### src/rtl/bwr_pkg.sv
`timescale 1ns/1ps
package bwr_pkg;

  // Region classes that pick the buffered-write source in extended mode
  typedef enum logic [1:0] {
    RGN_XLAT = 2'd0,  // P0/U0 and P3: translation entry
    RGN_FIX  = 2'd1,  // P1/P2: fixed-mapping entry
    RGN_CTL  = 2'd2   // control area: register top bit
  } rgn_e;

  function automatic rgn_e region_of(input logic [2:0] top3);
    case (top3)
      3'b111:         return RGN_CTL;
      3'b100, 3'b101: return RGN_FIX;
      default:        return RGN_XLAT;
    endcase
  endfunction

  // Only uncached or write-through stores are subject to the decision
  function automatic logic is_bypass(input logic cached, input logic wthru);
    return !cached || wthru;
  endfunction

endpackage

### src/rtl/bwr_ctl_reg.sv
`timescale 1ns/1ps
module bwr_ctl_reg #(
  parameter int DATA_W   = 32,
  parameter int N_AREA   = 8,
  parameter int MODE_BIT = 31
) (
  input  logic              clk,
  input  logic              rst_n,
  input  logic              wr_en,
  input  logic [DATA_W-1:0] wdata,
  output logic [DATA_W-1:0] rdata,
  output logic              mode_ext,
  output logic [N_AREA-1:0] area_ub
);

  logic              mode_q;
  logic [N_AREA-1:0] ub_q;

  always_ff @(posedge clk or negedge rst_n) begin
    if (!rst_n) begin
      mode_q <= 1'b0;
      ub_q   <= '0;
    end else if (wr_en) begin
      mode_q <= wdata[MODE_BIT];
      ub_q   <= wdata[N_AREA-1:0];
    end
  end

  for (genvar i = 0; i < DATA_W; i++) begin : g_rd
    if (i == MODE_BIT) begin : g_mode
      assign rdata[i] = mode_q;
    end else if (i < N_AREA) begin : g_area
      assign rdata[i] = ub_q[i];
    end else begin : g_rsvd
      assign rdata[i] = 1'b0;
    end
  end

  logic unused_wdata;
  assign unused_wdata = ^wdata;

  assign mode_ext = mode_q;
  assign area_ub  = ub_q;

endmodule

### src/rtl/bwr_src_sel.sv
`timescale 1ns/1ps
module bwr_src_sel
  import bwr_pkg::*;
#(
  parameter int N_AREA   = 8,
  parameter int AREA_LSB = 26,
  localparam int AREA_W  = $clog2(N_AREA)
) (
  input  logic              mode_ext,
  input  logic [N_AREA-1:0] area_ub,
  input  logic [2:0]        top3,
  input  logic [AREA_W-1:0] area_idx,
  input  logic              cached,
  input  logic              wthru,
  input  logic              mmu_on,
  input  logic              tlb_ub,
  input  logic              fixmap_ub,
  output logic              bypass,
  output logic              need_wait
);

  rgn_e rgn;
  logic ext_wait;

  assign rgn    = region_of(top3);
  assign bypass = is_bypass(cached, wthru);

  always_comb begin
    case (rgn)
      RGN_CTL:  ext_wait = area_ub[N_AREA-1];
      RGN_FIX:  ext_wait = fixmap_ub;
      default:  ext_wait = mmu_on & tlb_ub;
    endcase
  end

  assign need_wait = bypass & (mode_ext ? ext_wait : area_ub[area_idx]);

endmodule

### src/rtl/bwr_stall_hold.sv
`timescale 1ns/1ps
module bwr_stall_hold (
  input  logic clk,
  input  logic rst_n,
  input  logic st_valid,
  input  logic need_wait,
  input  logic wr_done,
  output logic accept,
  output logic stall
);

  logic stall_q;

  assign accept = st_valid & ~stall_q;

  always_ff @(posedge clk or negedge rst_n) begin
    if (!rst_n)
      stall_q <= 1'b0;
    else if (stall_q)
      stall_q <= ~wr_done;
    else
      stall_q <= accept & need_wait;
  end

  assign stall = stall_q;

endmodule

### src/rtl/bwr_stall_ctrl.sv
`timescale 1ns/1ps
module bwr_stall_ctrl #(
  parameter int DATA_W   = 32,
  parameter int N_AREA   = 8,
  parameter int MODE_BIT = 31,
  parameter int AREA_LSB = 26,
  localparam int AREA_W  = $clog2(N_AREA)
) (
  input  logic        clk,
  input  logic        rst_n,
  input  logic        reg_wr_en,
  input  logic [31:0] reg_wdata,
  output logic [31:0] reg_rdata,
  input  logic        st_valid,
  input  logic [31:0] st_addr,
  input  logic        st_cached,
  input  logic        st_wthru,
  input  logic        mmu_on,
  input  logic        tlb_ub,
  input  logic        fixmap_ub,
  input  logic        wr_done,
  output logic        st_accept,
  output logic        stall
);

  logic              mode_ext;
  logic [N_AREA-1:0] area_ub;
  logic              bypass;
  logic              need_wait;

  bwr_ctl_reg #(.DATA_W(DATA_W), .N_AREA(N_AREA), .MODE_BIT(MODE_BIT)) u_reg (
    .clk(clk), .rst_n(rst_n), .wr_en(reg_wr_en), .wdata(reg_wdata),
    .rdata(reg_rdata), .mode_ext(mode_ext), .area_ub(area_ub)
  );

  bwr_src_sel #(.N_AREA(N_AREA), .AREA_LSB(AREA_LSB)) u_sel (
    .mode_ext(mode_ext), .area_ub(area_ub),
    .top3(st_addr[31:29]), .area_idx(st_addr[AREA_LSB +: AREA_W]),
    .cached(st_cached), .wthru(st_wthru), .mmu_on(mmu_on),
    .tlb_ub(tlb_ub), .fixmap_ub(fixmap_ub),
    .bypass(bypass), .need_wait(need_wait)
  );

  bwr_stall_hold u_hold (
    .clk(clk), .rst_n(rst_n), .st_valid(st_valid), .need_wait(need_wait),
    .wr_done(wr_done), .accept(st_accept), .stall(stall)
  );

  logic unused_addr;
  assign unused_addr = ^{st_addr[AREA_LSB-1:0]};

endmodule

### config.mk
export PLATFORM = sky130hd
export DESIGN_NAME = bwr_stall_ctrl
export DESIGN_NICKNAME = d
export VERILOG_FILES = /design/src/rtl/bwr_pkg.sv /design/src/rtl/bwr_ctl_reg.sv /design/src/rtl/bwr_src_sel.sv /design/src/rtl/bwr_stall_hold.sv /design/src/rtl/bwr_stall_ctrl.sv
export SDC_FILE = /design/constraint.sdc
export NUM_CORES = 1
export LEC_CHECK = 0
export BUFFER_PORTS_ARGS = -buffer_cell sky130_fd_sc_hd__buf_2
export CORE_MARGIN = 3
export CORE_UTILIZATION = 28
export DETAILED_ROUTE_END_ITERATION = 7
export PLACE_DENSITY = 0.76
export REMOVE_ABC_BUFFERS = 1
export SYNTH_ARGS = -nofsm -noshare
export SYNTH_HDL_FRONTEND = slang
export SYNTH_SLANG_ARGS = --single-unit
export TNS_END_PERCENT = 100
### constraint.sdc
create_clock -name clk -period 2.07 [get_ports clk]
set_clock_uncertainty 0.2 [all_clocks]
set_input_delay 0.1035 -clock clk [delete_from_list [all_inputs] [get_ports clk]]
set_output_delay 0.1035 -clock clk [all_outputs]
set_load 0.02 [all_outputs]
==> run_results.csv <==
group,metric,value,unit
sta,finalSetupTns,0,ns
drt,wl,1.55,mm
drt,post_drt_wl_per_cell,11.0,um
floorplan,die-width,56.0,um
drt,drc,0,
placement,gp_congestion,0.763,
cts,cts_max_path_buffers,2,
floorplan,initial_core_util,0.304,
setup_path,crit_path_max_fanout,3,
cts,clockRootBuffer,"clkbuf_4",
sta,fin_crit,1.61,ns
finish,diodes,0,
setup_path,cp_cell_sequence,"mux4_2 > nor2b_1 > a211oi_1 > o22ai_1",
grt,grt_pass1_wl,2.39,mm
floorplan,core_area,0.00230,mm^2
sta,drv_slew,0,
finish,final_common_cell,"buf_2",
logic_synthesis,ys_types,16,
cts,tritoncts,"done",
logic_synthesis,synthAdderAreaFrac,0.0358,
floorplan,fp.dieH,56.0,um
cts,cts_sinks,10,
placement,io_buffers,35,
placement,dp_hpwl,1.27,mm
grt,antenna_found_initial,0,
setup_path,crit_path_end_kind,"flip-flop",
cts,htreeDepth,1,
logic_synthesis,yosysTopAreaCell,"dfrtp_1",
grt,grt_use_total,0.0997,
logic_synthesis,synth_top_family_by_area,"buffers and inverters",
min_path,hold_class,"input pin to asynchronous set/reset pin",
drt,firstDrtPassIters,2,
cts,cts_buffers,3,
logic_synthesis,synth.area.top_cells,"dfrtp_1, buf_4, mux2_2, mux4_1, ha_1",
drt,vias,565,
finish,final_nets,191,
sta,fin_crit_sh,0.776,
finish,syn_to_final_growth,37.4,%
sta,fmax,623,MHz
pwr,p_per_area,577,mW/mm^2
sta,setup_violations,0,
cts,ctsResizeCount,0,
logic_synthesis,synth_compound_area_frac,0.0322,
grt,grt_max_degree,11,
floorplan,rows,17,
logic_synthesis,muxShareOfSynthArea,0.215,
sta,hold_viol_final,0,
run_status,status,"finished, final reports clean",
grt,grt_overflow,0,
pwr,leakagePower,0.506,nW
setup_path,max_stage_delay,0.45,ns
setup_path,required,2.01,ns
finish,num-fill-cells,227,
drt,ant_nets,0,
logic_synthesis,syn_area_per_cell,10.8,um^2
logic_synthesis,synth_xor_xnor_area_share,0,
finish,mostFrequentLayoutCells,"buf_2, conb_1, dlygate4sd3_1",
run,cap_violations,0,
cts,clkLatencyLatePin,0.26,ns
drt,via_per_inst,4.01,
setup_path,cp.arrival,1.54,ns
finish,drive_above_1_share,0.425,
drt,drt-initial-drc-count,4,
logic_synthesis,ys_warn_count,0,
sta,rsz0062_at_grt,"false",
setup_path,crit_type,"flip-flop to flip-flop",
floorplan,dieArea,0.00313,mm^2
finish,design_area,961,um^2
cts,clkTransAtPathRegs,0.06,ns
pwr,vdd_ir_drop_max,0.000277,V
logic_synthesis,synthCells,65,
sta,whs,0.0386,ns
setup_path,startpoint_type,"flip-flop",
logic_synthesis,synth_area,699,um^2
setup_path,cp_slowest_cell,"mux4_2",
logic_synthesis,yosys_register_bits,10,
grt,grt_pass1_vias,529,
logic_synthesis,ys_seq_area_frac,0.358,
logic_synthesis,yosys.area.top_type_share,0.358,
placement,placed_area,808,um^2
floorplan,pin_count,108,
logic_synthesis,synthSimpleGateAreaFrac,0.0698,
-- state kept, by name, summed over array words and instances (netlist names) --
name and cells:
u_reg.mode_ext 1, u_reg.area_ub 8, u_hold.stall 1
-- final timing paths --
| path | slack [ns] | depth (start not counted) | from | end |
|---|---|---|---|---|
| worst max-delay path | 0.46 | 4 | u_reg.area_ub[6] | u_hold.stall |
| worst min-delay path | 0.04 | 2 | rst_n | u_reg.area_ub[0] |
| worst max register to register | 0.46 | 4 | u_reg.area_ub[6] | u_hold.stall |
| worst min register to register | 0.32 | 1 | u_reg.area_ub[5] | u_reg.area_ub[5] |
| max in group asynchronous | 1.44 | 2 | rst_n | u_reg.area_ub[3] |
| min in group clk | 0.05 | 4 | st_cached | u_hold.stall |
-- critical path: cells and delay by family (launching register included) --
| kind | cells | cell delay (ns) |
|---|---|---|
| muxes | 1 | 0.45 |
| DFF | 1 | 0.38 |
| and+or+nand+nor | 1 | 0.14 |
| AOI/OAI and AO/OA | 2 | 0.31 |
-- routing by layer --
layer	up-vias	global-route usage	wire, um
li1	271	-	-
met1	247	0.0979	545
met2	47	0.185	794
met3	0	0.0371	214
met4	0	0.0407	0
met5	-	0	0
-- cell usage after synthesis --
cell type / n
a211oi_1: 1
buf_4: 24
clkbuf_1: 1
conb_1: 1
dfrtp_1: 10
ha_1: 2
inv_1: 4
mux2_2: 9
mux4_1: 1
mux4_2: 1
nand2_1: 3
nand3_1: 2
nand4b_1: 1
nor2b_1: 3
o2111ai_1: 1
o22ai_1: 1
-- report_power, final --
group / leakage, nW / total [mW] / switching [mW] / internal [mW]
clock: 0.0138 / 0.129 / 0.0624 / 0.0670
combinational: 0.374 / 0.192 / 0.110 / 0.0821
sequential: 0.118 / 0.233 / 0.0162 / 0.217
-- cell families (layout without fill, tap and decap cells) --
family                   after synthesis  count (layout)
buffers and inverters                 29              55
AO/OA/AOI/OAI                          3               3
adder cells (fa/ha/maj)                2               2
multiplexers                          11              11
AND/OR/NAND/NOR                        9               9
other                                  1              23
flip-flops                            10              10
-- cell type report --
| type | count | area (um^2) | area share |
|---|---|---|---|
| clock buffers | 3 | 22.5 | 0.0234 |
| inverters | 4 | 15.0 | 0.0156 |
| multi-input cells | 48 | 333 | 0.346 |
| flip-flops and latches | 10 | 250 | 0.260 |
| well taps | 28 | 35.0 | 0.0365 |
| repair buffers | 48 | 305 | 0.318 |
-- metrics by stage --
| stage | worst slack, ns | cells | power, mW | utilization |
|---|---|---|---|---|
| 2_1_floorplan | 0.426 | 62 | 0.346 | - |
| 3_3_place_gp | 0.452 | 125 | 0.407 | 0.352 |
| 3_5_place_dp | 0.457 | 125 | 0.411 | 0.352 |
| 4_1_cts | 0.448 | 141 | 0.566 | 0.418 |
| 5_1_grt | 0.338 | 141 | 0.588 | 0.418 |
| 6_report | 0.464 | 141 | 0.555 | 0.418 |
-- what timing repair did --
action,in CTS,in global routing
endpoints found under the setup margin,0,0
hold buffers,13,0
buffers inserted,0,0
endpoints found under the hold margin,20,0
(Power assumes the default switching activity.)
